===== src/rtl/excmask_pkg.sv =====
package excmask_pkg;
  localparam int NUM_W = 9;
  localparam int PRIO_W = 8;
  localparam logic [NUM_W-1:0] NMI_NUM = 9'd2;
  localparam logic [NUM_W-1:0] HARD_NUM = 9'd3;
  localparam logic [NUM_W-1:0] IRQ_BASE = 9'd16;

  typedef enum logic [1:0] {
    SEL_PRIMARY = 2'd0,
    SEL_FAULT   = 2'd1,
    SEL_BASE    = 2'd2,
    SEL_NONE    = 2'd3
  } mask_sel_e;

  typedef enum logic [1:0] {
    KIND_NONE = 2'd0,
    KIND_NMI  = 2'd1,
    KIND_HARD = 2'd2,
    KIND_CFG  = 2'd3
  } exc_kind_e;

  // Keep-mask for an 8-bit priority field with 'bits' implemented MSBs
  function automatic logic [PRIO_W-1:0] prio_keep(input int bits);
    logic [PRIO_W-1:0] m;
    for (int i = 0; i < PRIO_W; i++) begin
      m[i] = (i >= PRIO_W - bits);
    end
    return m;
  endfunction
endpackage


===== src/rtl/excmask_regs.sv =====
module excmask_regs
  import excmask_pkg::*;
#(
  parameter int PRIO_BITS = 8
) (
  input  logic              clk,
  input  logic              rst_n,
  input  logic              wr_en,
  input  logic [1:0]        wr_sel,
  input  logic [PRIO_W-1:0] wr_data,
  input  logic              exit_valid,
  input  logic [NUM_W-1:0]  exit_num,
  input  logic [1:0]        rd_sel,
  output logic [PRIO_W-1:0] rd_data,
  output logic              pm_o,
  output logic              fm_o,
  output logic [PRIO_W-1:0] bp_o
);
  localparam logic [PRIO_W-1:0] KEEP = prio_keep(PRIO_BITS);

  logic              pm_q;
  logic              fm_q;
  logic [PRIO_W-1:0] bp_q;
  logic              wr_pm;
  logic              wr_fm;
  logic              wr_bp;
  logic              exit_clr;

  assign wr_pm    = wr_en && (mask_sel_e'(wr_sel) == SEL_PRIMARY);
  assign wr_fm    = wr_en && (mask_sel_e'(wr_sel) == SEL_FAULT);
  assign wr_bp    = wr_en && (mask_sel_e'(wr_sel) == SEL_BASE);
  assign exit_clr = exit_valid && (exit_num != NMI_NUM);

  always_ff @(posedge clk or negedge rst_n) begin
    if (!rst_n) begin
      pm_q <= 1'b0;
      fm_q <= 1'b0;
      bp_q <= '0;
    end else begin
      if (wr_pm) pm_q <= wr_data[0];
      // a same-edge write outranks the exit clear
      if (wr_fm)         fm_q <= wr_data[0];
      else if (exit_clr) fm_q <= 1'b0;
      if (wr_bp) bp_q <= wr_data & KEEP;
    end
  end

  always_comb begin
    unique case (mask_sel_e'(rd_sel))
      SEL_PRIMARY: rd_data = {{(PRIO_W-1){1'b0}}, pm_q};
      SEL_FAULT:   rd_data = {{(PRIO_W-1){1'b0}}, fm_q};
      SEL_BASE:    rd_data = bp_q;
      default:     rd_data = '0;
    endcase
  end

  assign pm_o = pm_q;
  assign fm_o = fm_q;
  assign bp_o = bp_q;
endmodule


===== src/rtl/excmask_classify.sv =====
module excmask_classify
  import excmask_pkg::*;
#(
  parameter int NUM_IRQ = 32
) (
  input  logic [NUM_W-1:0] req_num,
  output exc_kind_e        kind
);
  localparam logic [NUM_W:0] IRQ_END = NUM_W'(IRQ_BASE) + (NUM_W+1)'(NUM_IRQ);
  localparam int NSYS = 6;
  localparam logic [NUM_W-1:0] SYS_CFG [NSYS] = '{9'd4, 9'd5, 9'd6, 9'd11, 9'd14, 9'd15};

  logic [NSYS-1:0] sys_hit;
  logic            irq_hit;

  for (genvar g = 0; g < NSYS; g++) begin : g_sys
    assign sys_hit[g] = (req_num == SYS_CFG[g]);
  end

  assign irq_hit = (req_num >= IRQ_BASE) && ({1'b0, req_num} < IRQ_END);

  always_comb begin
    if (req_num == NMI_NUM)        kind = KIND_NMI;
    else if (req_num == HARD_NUM)  kind = KIND_HARD;
    else if (|sys_hit || irq_hit)  kind = KIND_CFG;
    else                           kind = KIND_NONE;
  end
endmodule


===== src/rtl/excmask_decide.sv =====
module excmask_decide
  import excmask_pkg::*;
#(
  parameter int PRIO_BITS = 8
) (
  input  exc_kind_e         kind,
  input  logic [PRIO_W-1:0] req_prio,
  input  logic              pm,
  input  logic              fm,
  input  logic [PRIO_W-1:0] bp,
  output logic              allow
);
  localparam logic [PRIO_W-1:0] KEEP = prio_keep(PRIO_BITS);

  logic [PRIO_W-1:0] eff_prio;
  logic              base_block;

  assign eff_prio   = req_prio & KEEP;
  assign base_block = (bp != '0) && (eff_prio >= bp);

  always_comb begin
    unique case (kind)
      KIND_NMI:  allow = 1'b1;
      KIND_HARD: allow = !fm;
      KIND_CFG:  allow = !(pm || fm || base_block);
      default:   allow = 1'b0;
    endcase
  end
endmodule


===== src/rtl/excmask_gate.sv =====
module excmask_gate
  import excmask_pkg::*;
#(
  parameter int PRIO_BITS = 8,
  parameter int NUM_IRQ   = 32
) (
  input  logic       clk,
  input  logic       rst_n,
  input  logic       wr_en,
  input  logic [1:0] wr_sel,
  input  logic [7:0] wr_data,
  input  logic [1:0] rd_sel,
  output logic [7:0] rd_data,
  input  logic       exit_valid,
  input  logic [8:0] exit_num,
  input  logic [8:0] req_num,
  input  logic [7:0] req_prio,
  output logic       allow
);
  logic              pm_w;
  logic              fm_w;
  logic [PRIO_W-1:0] bp_w;
  exc_kind_e         kind_w;

  excmask_regs #(.PRIO_BITS(PRIO_BITS)) u_regs (
    .clk(clk), .rst_n(rst_n),
    .wr_en(wr_en), .wr_sel(wr_sel), .wr_data(wr_data),
    .exit_valid(exit_valid), .exit_num(exit_num),
    .rd_sel(rd_sel), .rd_data(rd_data),
    .pm_o(pm_w), .fm_o(fm_w), .bp_o(bp_w)
  );

  excmask_classify #(.NUM_IRQ(NUM_IRQ)) u_class (
    .req_num(req_num), .kind(kind_w)
  );

  excmask_decide #(.PRIO_BITS(PRIO_BITS)) u_decide (
    .kind(kind_w), .req_prio(req_prio),
    .pm(pm_w), .fm(fm_w), .bp(bp_w),
    .allow(allow)
  );
endmodule


===== config.mk =====
export PLATFORM = sky130hd
export DESIGN_NAME = excmask_gate
export DESIGN_NICKNAME = d
export VERILOG_FILES = /design/src/rtl/excmask_pkg.sv /design/src/rtl/excmask_regs.sv /design/src/rtl/excmask_classify.sv /design/src/rtl/excmask_decide.sv /design/src/rtl/excmask_gate.sv
export SDC_FILE = /design/constraint.sdc
export NUM_CORES = 1
export LEC_CHECK = 0
export ABC_AREA = 0
export BUFFER_PORTS_ARGS = -buffer_cell sky130_fd_sc_hd__buf_4
export CELL_PAD_IN_SITES_DETAIL_PLACEMENT = 0
export CELL_PAD_IN_SITES_GLOBAL_PLACEMENT = 1
export CORE_ASPECT_RATIO = 1.2
export CORE_MARGIN = 3
export CORE_UTILIZATION = 28
export DETAILED_ROUTE_END_ITERATION = 8
export GPL_TIMING_DRIVEN = 0
export PLACE_DENSITY = 0.82
export SYNTH_ARGS = -nofsm -noshare
export SYNTH_HDL_FRONTEND = slang
export SYNTH_SLANG_ARGS = --single-unit

===== constraint.sdc =====
create_clock -name clk -period 1.7 [get_ports clk]
set_input_delay 0.255 -clock clk [delete_from_list [all_inputs] [get_ports clk]]
set_output_delay 0.255 -clock clk [all_outputs]
set_load 0.1 [all_outputs]

==> results.cfg <==
[run_status]
status = finished, violations left
violations = setup timing

[timing]
period_share = 1.155
fmax_mhz = 509.3
finalCriticalPeriod_ns = 1.963
slew_headroom = 0.6839
fin_skew_ns = 0
tightest_slew_ns = 0.4730
fin_tns_setup_ns = -0.2634
hold_violations = 0
setup_violations = 1
finalMaxSlewViolations = 0
fin_ws_ns = -0.2634
fin_hold_ws_ns = 0.1820
rsz0062_at_grt = yes

[finish]
fin_cells = 177
synthToLayoutAreaGrowth_pct = 75.81
diodes = 0
drive_above_1_share = 0.5694
nets = 195

[global_route]
gr-usage-met2 = 0.2515
grt_use_met3 = 0.02600
grt_pass1_wl_um = 3450
grt_busiest_layer = met2
antenna_found_initial = 0
grt_pass1_vias = 880
use_met1 = 0.1368
overflow = 0
grt_start_max_net_pins = 11
gr-usage-all-layers = 0.1333

[floorplanning]
core_um2 = 2577
rows = 20
dieHeight_um = 63.66
die-area_um2 = 3441
die_x_um = 54.05
initial_utilization = 0.3010
io_pins = 51

[route]
via_count = 856
wire_per_inst_um = 12.45
ant_nets = 0
first_iter_violations = 10
post-route-drc-count = 0
detail_route.first_pass.iterations = 5
totalWireLength_um = 2203
avgViaCountPerCell = 4.836

[setup_path]
crit_type = register to output pin
worstPathArrival_ns = 1.71
required_ns = 1.44
cp_max_fo = 2
critPathBufInv = 2
slowest_delay_ns = 0.36
path_delay_family = flip-flops
cp-start-kind = register
slowest_stage = dfrtp_1
regToRegSetupSlack_ns = 0.78
worstPathCellList = inv_1 > ha_1 > nand2_1 > nor3_2 > a21oi_2 > o211a_4 > buf_12
end_kind = output pin

[synthesis]
ys.flop_type = dfrtp_1
yosys.area.top_type_share = 0.3226
syn_inst = 82
yosysSeqAreaShare = 0.3226
synthTopCellsByCount = dfrtp_1, inv_1, ha_1, nand2_1
syn_area_um2 = 775.7
synth-edff-count = 0
synthesis.nets = 132
yosysMostFrequentCell = dfrtp_1
ys_seq_elements = 10
async_reset_ff_frac = 1.000
synth_area_per_cell_um2 = 9.460
ys_types = 26
synth_top_area_cell = dfrtp_1
yosys-top-cells-area = dfrtp_1, ha_1, mux2_2, and2_1, inv_1
yosysWarnings = 0

[pwr]
powerDensity_nw_per_um2 = 758.5
p_leak_nw = 0.6765
peakVddDrop_mv = 0.4029

[placement]
place_hpwl_um = 1739
routabilityCongestion = 0.7361
port_buffers = 50
place_inst = 165

[clock_network]
clk_path_buf_depth = 2
clock_sinks = 10
numCtsBuffers = 3
cts_tree = built
clk_pin_slew_ns = 0.07
cts-htree-levels = 1
cts_root_buffer = clkbuf_4
clock_latency_ns = 0.27

[hold_path]
hold_path.class = primary input to register

[run]
cap_violations = 0
## cell type report
class | count | area (um^2)
fill | 247 | 1214
multi-input combinational | 63 | 551.8
tap | 33 | 41.29
inverter | 9 | 33.78
sequential | 10 | 250.2
clock buffer | 4 | 36.28
timing repair buffer | 58 | 450.4
## layout by cell type, fill, tap and decap left out, drive strengths merged
cell type | synthesis | layout
nand2 | 8 | 8
nor3b | 1 | 1
dlygate4sd3 | 0 | 1
ha | 8 | 8
o21ai | 6 | 6
and2 | 7 | 7
nor2b | 2 | 2
inv | 9 | 9
nand3b | 3 | 3
nor4 | 2 | 2
o211ai | 1 | 1
o41ai | 1 | 1
dfrtp | 10 | 10
or4 | 1 | 1
buf | 0 | 57
mux2i | 1 | 1
o31ai | 1 | 1
a21oi | 3 | 3
clkbuf | 0 | 4
nor2 | 1 | 1
nor3 | 2 | 2
a211oi | 1 | 1
o211a | 1 | 1
a2111oi | 2 | 2
a211o | 1 | 1
mux2 | 8 | 8
or3b | 2 | 2
## per-layer routing
| layer | vias up | wire length, um |
|---|---|---|
| met1 | 398 | 810 |
| met4 | 0 | 15 |
| met2 | 30 | 1237 |
| met5 | - | 0 |
| li1 | 426 | - |
| met3 | 2 | 139 |
## flip-flops by register name, indices dropped and copies added, names as in the netlist
signal,cells
u_regs.bp_o,8
u_regs.fm_o,1
u_regs.pm_o,1
## kinds of logic (layout without fill, tap and decap cells)
kind of cell,Yosys count,after routing,share of synthesized area
multiplexers,9,9,0.1290
adder cells (fa/ha/maj),8,8,0.1290
AND/OR/NAND/NOR,29,29,0.2210
buffers and inverters,9,71,0.04355
AO/OA/AOI/OAI,17,17,0.1549
flip-flops,10,10,0.3226
## worst paths after layout
kind / startpoint / endpoint / depth (start not counted)
max in group asynchronous: rst_n / u_regs.pm_o / 2
hold / removal: wr_sel[1] / u_regs.fm_o / 2
setup reg to reg: u_regs.bp_o[2] / u_regs.bp_o[2] / 2
min in group asynchronous: rst_n / u_regs.bp_o[5] / 2
hold reg to reg: u_regs.pm_o / u_regs.pm_o / 2
setup / recovery: u_regs.bp_o[5] / allow / 7
## stage by stage
stage          total power, mW  utilization  cell area [um^2]  worst slack (ns)
2_1_floorplan           0.5797            -             787.0         0.0001437
3_3_place_gp            0.7203       0.4670              1204           -0.1693
3_5_place_dp            0.7291       0.4670              1204           -0.2061
4_1_cts                  1.033       0.5248              1353           -0.2786
5_1_grt                  1.103       0.5291              1364           -0.3417
6_report                 1.034       0.5291              1364           -0.2634
## power breakdown
group	switching, mW	total, mW	internal, mW
Combinational	0.272	0.507	0.235
Sequential	0.0313	0.310	0.279
Clock	0.0874	0.218	0.130
Total	0.391	1.03	0.644
## timing repair
item / 4_1_cts / 5_1_grt
setup endpoints to repair: 1 / 1
hold buffers: 1 / 0
pin swaps: 2 / 2
hold endpoints to repair: 10 / 0
resized for setup: 12 / 2
setup buffers: 6 / 1
Note: power is estimated with default switching activity, not from simulation.
